`src/rtl/bmz_pkg.sv`:
```
package bmz_pkg;

    localparam int unsigned WORD_W  = 64;
    localparam int unsigned LANES   = WORD_W / 8;
    localparam int unsigned OFFS_W  = $clog2(LANES);

    typedef enum logic [2:0] {
        K_ZAP    = 3'd0,
        K_ZAPNOT = 3'd1,
        K_MSKLO  = 3'd2,
        K_MSKHI  = 3'd3,
        K_INSLO  = 3'd4,
        K_INSHI  = 3'd5,
        K_CMPGE  = 3'd6,
        K_RSVD   = 3'd7
    } kind_e;

    typedef enum logic [1:0] {
        SZ_BYTE = 2'd0,
        SZ_WORD = 2'd1,
        SZ_LONG = 2'd2,
        SZ_QUAD = 2'd3
    } size_e;

    // Per-lane control chosen for one operation
    typedef struct packed {
        logic                use_cmp;
        logic                force_zero;
        logic [1:0]          src_pick;   // 0 raw, 1 shifted up, 2 shifted down
        logic [LANES-1:0]    clear;
    } lane_ctl_t;

    // Field pattern: L low lanes set, L = 1,2,4,8
    function automatic logic [LANES-1:0] field_pattern(input size_e sz);
        logic [LANES-1:0] p;
        p = '0;
        for (int i = 0; i < LANES; i++) begin
            p[i] = (i < (1 << sz));
        end
        return p;
    endfunction

endpackage

```
`src/rtl/bmz_window.sv`:
```
module bmz_window
    import bmz_pkg::*;
#(
    parameter int unsigned NLANES = LANES,
    parameter int unsigned OFFW   = OFFS_W
) (
    input  size_e              size,
    input  logic [OFFW-1:0]    offset,
    output logic [NLANES-1:0]  lo_lanes,
    output logic [NLANES-1:0]  hi_lanes
);
    localparam int unsigned PW = 2 * NLANES;

    logic [PW-1:0] spread;

    always_comb begin
        spread   = {{NLANES{1'b0}}, field_pattern(size)} << offset;
        lo_lanes = spread[NLANES-1:0];
        hi_lanes = spread[PW-1:NLANES];
    end
endmodule

```
`src/rtl/bmz_byte_clear.sv`:
```
module bmz_byte_clear #(
    parameter int unsigned NLANES = 8
) (
    input  logic [NLANES*8-1:0] src,
    input  logic [NLANES-1:0]   clear,
    output logic [NLANES*8-1:0] dst
);
    for (genvar g = 0; g < NLANES; g++) begin : g_lane
        assign dst[g*8 +: 8] = clear[g] ? 8'h00 : src[g*8 +: 8];
    end
endmodule

```
`src/rtl/bmz_lane_cmp.sv`:
```
module bmz_lane_cmp #(
    parameter int unsigned NLANES = 8
) (
    input  logic [NLANES*8-1:0] a,
    input  logic [NLANES*8-1:0] b,
    output logic [NLANES-1:0]   ge
);
    for (genvar g = 0; g < NLANES; g++) begin : g_lane
        assign ge[g] = (a[g*8 +: 8] >= b[g*8 +: 8]);
    end
endmodule

```
`src/rtl/bmz_unit.sv`:
```
module bmz_unit
    import bmz_pkg::*;
#(
    parameter int unsigned DATA_W = WORD_W
) (
    input  logic              clk,
    input  logic              rst,
    input  logic              in_valid,
    input  logic [2:0]        in_kind,
    input  logic [1:0]        in_size,
    input  logic [DATA_W-1:0] in_val,
    input  logic [DATA_W-1:0] in_sel,
    output logic              out_valid,
    output logic [DATA_W-1:0] out_data
);
    localparam int unsigned NL   = DATA_W / 8;
    localparam int unsigned OW   = $clog2(NL);
    localparam int unsigned SH_W = $clog2(DATA_W) + 1;

    kind_e             kind;
    size_e             size;
    logic [OW-1:0]     offset;
    logic [SH_W-1:0]   up_amt;
    logic [NL-1:0]     lo_lanes, hi_lanes;
    logic [DATA_W-1:0] up_val, down_val, src_val, cleared;
    logic [NL-1:0]     ge_bits;
    lane_ctl_t         ctl;
    logic [DATA_W-1:0] next_data;

    assign kind   = kind_e'(in_kind);
    assign size   = size_e'(in_size);
    assign offset = in_sel[OW-1:0];
    assign up_amt = SH_W'(offset) << 3;

    bmz_window #(.NLANES(NL), .OFFW(OW)) win_i (
        .size     (size),
        .offset   (offset),
        .lo_lanes (lo_lanes),
        .hi_lanes (hi_lanes)
    );

    // Shifted sources for the insert forms; a zero offset down-shift is empty
    always_comb begin
        up_val = in_val << up_amt;
        if (offset == '0) begin
            down_val = '0;
        end else begin
            down_val = in_val >> (SH_W'(DATA_W) - up_amt);
        end
    end

    always_comb begin
        ctl = '{use_cmp: 1'b0, force_zero: 1'b0, src_pick: 2'd0, clear: '0};
        unique case (kind)
            K_ZAP:    ctl.clear = in_sel[NL-1:0];
            K_ZAPNOT: ctl.clear = ~in_sel[NL-1:0];
            K_MSKLO:  ctl.clear = lo_lanes;
            K_MSKHI:  ctl.clear = hi_lanes;
            K_INSLO: begin
                ctl.src_pick = 2'd1;
                ctl.clear    = ~lo_lanes;
            end
            K_INSHI: begin
                ctl.src_pick = 2'd2;
                ctl.clear    = ~hi_lanes;
            end
            K_CMPGE:  ctl.use_cmp    = 1'b1;
            default:  ctl.force_zero = 1'b1;
        endcase
    end

    always_comb begin
        unique case (ctl.src_pick)
            2'd1:    src_val = up_val;
            2'd2:    src_val = down_val;
            default: src_val = in_val;
        endcase
    end

    bmz_byte_clear #(.NLANES(NL)) clr_i (
        .src   (src_val),
        .clear (ctl.clear),
        .dst   (cleared)
    );

    bmz_lane_cmp #(.NLANES(NL)) cmp_i (
        .a  (in_val),
        .b  (in_sel),
        .ge (ge_bits)
    );

    always_comb begin
        if (ctl.force_zero) begin
            next_data = '0;
        end else if (ctl.use_cmp) begin
            next_data = {{(DATA_W-NL){1'b0}}, ge_bits};
        end else begin
            next_data = cleared;
        end
    end

    always_ff @(posedge clk) begin
        if (rst) begin
            out_valid <= 1'b0;
            out_data  <= '0;
        end else begin
            out_valid <= in_valid;
            if (in_valid) begin
                out_data <= next_data;
            end
        end
    end
endmodule

```
`config.mk`:
```
export PLATFORM = sky130hd
export DESIGN_NAME = bmz_unit
export DESIGN_NICKNAME = d
export VERILOG_FILES = /design/src/rtl/bmz_pkg.sv /design/src/rtl/bmz_window.sv /design/src/rtl/bmz_byte_clear.sv /design/src/rtl/bmz_lane_cmp.sv /design/src/rtl/bmz_unit.sv
export SDC_FILE = /design/constraint.sdc
export NUM_CORES = 1
export LEC_CHECK = 0
export ABC_AREA = 1
export BUFFER_PORTS_ARGS = -buffer_cell sky130_fd_sc_hd__buf_2
export CAP_MARGIN = 40
export CORE_UTILIZATION = 55
export DETAILED_ROUTE_END_ITERATION = 12
export PLACE_DENSITY = 0.84
export REMOVE_ABC_BUFFERS = 1
export SLEW_MARGIN = 30
export SYNTH_ARGS = -nofsm -noshare
export SYNTH_HDL_FRONTEND = slang
export SYNTH_SLANG_ARGS = --single-unit
export TNS_END_PERCENT = 5
```
`constraint.sdc`:
```
create_clock -name clk -period 3.5 [get_ports clk]
set_input_delay 0.7 -clock clk [delete_from_list [all_inputs] [get_ports clk]]
set_output_delay 0.7 -clock clk [all_outputs]
set_load 0.005 [all_outputs]
```
==> impl_metrics.toml <==
[status]
status = "complete, no violations"

[route]
drt-met1-wl_mm = 15.1
wl_per_cell_microns = 19.0
dr.pass1.iters = 7
drt-vias-per-instance = 6.01
dr.max_layer_used = "met4"
met3WireLength_mm = 5.03
drcViolationCount = 0
vias = 11900
wl_met2_mm = 15.1
ant_nets = 0
drt_iter0_drc = 1852
wirelength_mm = 37.6

[timing]
hold_violations = 0
finalClockSkew_ps = 0
fmax_ghz = 0.382
fin_crit_sh_pct = 74.9
fin_crit_ps = 2620
hold_ws_ps = 460
final-setup-viol-count = 0
maxSlewHeadroom_pct = 53.8
drv_slew = 0
worst_pin_slew_ps = 693
rsz0062_at_grt = "no"

[grt]
grt_pass1_vias = 10300
grt_usage_pct = 44.5
gr-total-overflow = 0
antenna_found_initial = 0
grt_pass1_wl_mm = 56.5
grt_start_max_net_pins = 134

[floorplanning]
coreArea_sq_um = 15900
io_pins = 201
row_count = 46
die_x_microns = 130
start_util_pct = 56.5
die_h_microns = 130
die_area_sq_um = 16800

[power_and_ir_drop]
p_total_mw = 3.11
vdd_drop_max_v = 0.000250
clockPowerShare_pct = 31.9
p_int_mw = 1.82
power-per-cell-area_nw_per_um2 = 299
switchingPower_mw = 1.28
combPwrFrac_pct = 41.8
switching_share_pct = 41.3
total_leakage_power_nw = 5.42
seq_power_share_pct = 26.3

[worst_setup_path]
rrSetupSlack_ps = 2790
reg2reg_to = "out_data[33]"
start_kind = "primary input"
reg2reg_depth = 2
worstPathRequired_ps = 3790
critPathKind = "primary input to register"
crit-reg2reg-launch = "out_data[33]"
end_kind = "register"
cp_data_arrival_time_ps = 2910
cp_max_fo = 44

[yosys]
synth_area_sq_um = 8980
ys_types = 45
synthFlopType = "dfxtp_1"
synth_edf_count = 0
avgSynthCellArea_sq_um = 5.62
yosysSeqAreaShare_pct = 14.5
async_reset_ff_share_pct = 0
ys_seq_elements = 65
yosys_warnings = 0
syn_inst = 1596

[clock_network]
cts-root-buf = "clkbuf_16"
hold_buffers = 0
htree_levels = 3
cts_sinks = 65
clk_pin_slew_ps = 60
clk_latency_ps = 360
cts_resized = 0
post-cts-setup-buffers = 0
cts_tree = "yes"
numCtsBuffers = 9
cts_buffer_depth = 2

[placement]
io_buffer_count = 200
place_hpwl_mm = 27.4
gp_congestion = 1.05
dpl_cell_area_sq_um = 10000

[final_layout]
nFillCells = 1581
drive_gt1_share_pct = 17.2
syn_to_final_growth_pct = 15.6
utilization_pct = 65.3
num_antenna_cells = 0
final_cell_mix = "nand2_1 (496), buf_2 (199), inv_1 (143), a21oi_1 (138), nor2_1 (131)"
stdcell_area_sq_um = 10400
layout.nets = 1960
final_common_cell = "nand2_1"

[flow_run]
max-cap-violations = 0

[hold_path]
hold_class = "register to register"
min_from = "out_data[21]"
min_path_cells = 2
holdPathEnd = "out_data[21]"
-- layer usage --
metal,vias up,track usage [%]
met4,0,28.0
li1,5604,-
met5,-,0
met1,5203,58.9
met2,872,63.8
met3,178,11.8
-- metrics by stage --
step / setup slack (ps) / TNS [ps] / instances
after floorplan: -571 / -19780 / 1500
after global placement: 609 / 0 / 1957
after detailed placement: 624 / 0 / 1957
after CTS: 977 / 0 / 1973
after global routing: 798 / 0 / 1974
final: 879 / 0 / 1974
-- critical path, stage by stage --
cell and delay, ps:
buf_2 210, inv_2 140, ha_1 340, buf_4 450, nand3_1 200, o21ai_1 220, nand2_1 100, nand4_1 90
nand4_1 110, buf_4 200, a21oi_1 120
-- Yosys cell counts, types with 8 or more instances --
| cell | count | area share (%) |
|---|---|---|
| o21a_1 | 27 | 2.3 |
| nand4_1 | 30 | 2.1 |
| ha_1 | 71 | 9.9 |
| nand3_1 | 123 | 6.9 |
| buf_6 | 16 | 2.0 |
| o22ai_1 | 10 | 0.70 |
| a21oi_1 | 138 | 7.7 |
| o21ai_1 | 49 | 2.7 |
| o21ai_0 | 118 | 6.6 |
| dfxtp_1 | 65 | 14 |
| buf_2 | 28 | 1.6 |
| nand2_1 | 496 | 21 |
| inv_1 | 144 | 6.0 |
| or2_2 | 9 | 0.63 |
| a22oi_1 | 15 | 1.3 |
| clkbuf_1 | 38 | 1.6 |
| nor2_1 | 132 | 5.5 |
| o21ai_2 | 8 | 0.78 |
-- power by group through the flow --
stage	combinational (mW)	clock, mW	sequential (mW)
6_report	1.30	0.991	0.818
2_1_floorplan	0.705	0	0.833
3_5_place_dp	1.24	0	0.832
5_1_grt	1.41	1.01	0.823
4_1_cts	1.25	0.981	0.817
3_3_place_gp	1.23	0	0.832
-- final cells by class --
cell class,count,area (sq um),share of cell area [%]
Timing Repair Buffer,242,1380,13.3
Multi-Input combinational cell,1282,6540,63.0
Inverter,153,579,5.58
Clock buffer,11,253,2.44
Sequential cell,65,1300,12.5
Tap cell,216,270,2.60
Clock inverter,5,62.6,0.603
-- sequential cells by signal, indices dropped and copies added, names as in the netlist --
| signal | flops |
|---|---|
| out_data | 64 |
| out_valid | 1 |
-- worst max path at each step --
stage                           from            to  slack, ps  cells after the start
after detailed placement   in_sel[0]  out_data[49]        620                     10
after global placement     in_sel[0]  out_data[48]        610                     10
after global routing       in_sel[1]  out_data[54]        800                     12
after floorplan           in_kind[0]  out_data[59]       -570                      9
final                      in_sel[1]  out_data[10]        880                     11
after CTS                  in_sel[0]  out_data[49]        980                     10
-- cell families after synthesis --
family | after synthesis | share of synthesized area, %
AND/OR/NAND/NOR | 820 | 38.6
AO/OA/AOI/OAI | 389 | 24.0
buffers and inverters | 249 | 12.8
adder cells (fa/ha/maj) | 71 | 9.90
flip-flops | 65 | 14.5
multiplexers | 2 | 0.223
Note: power is estimated with default switching activity, not from simulation.
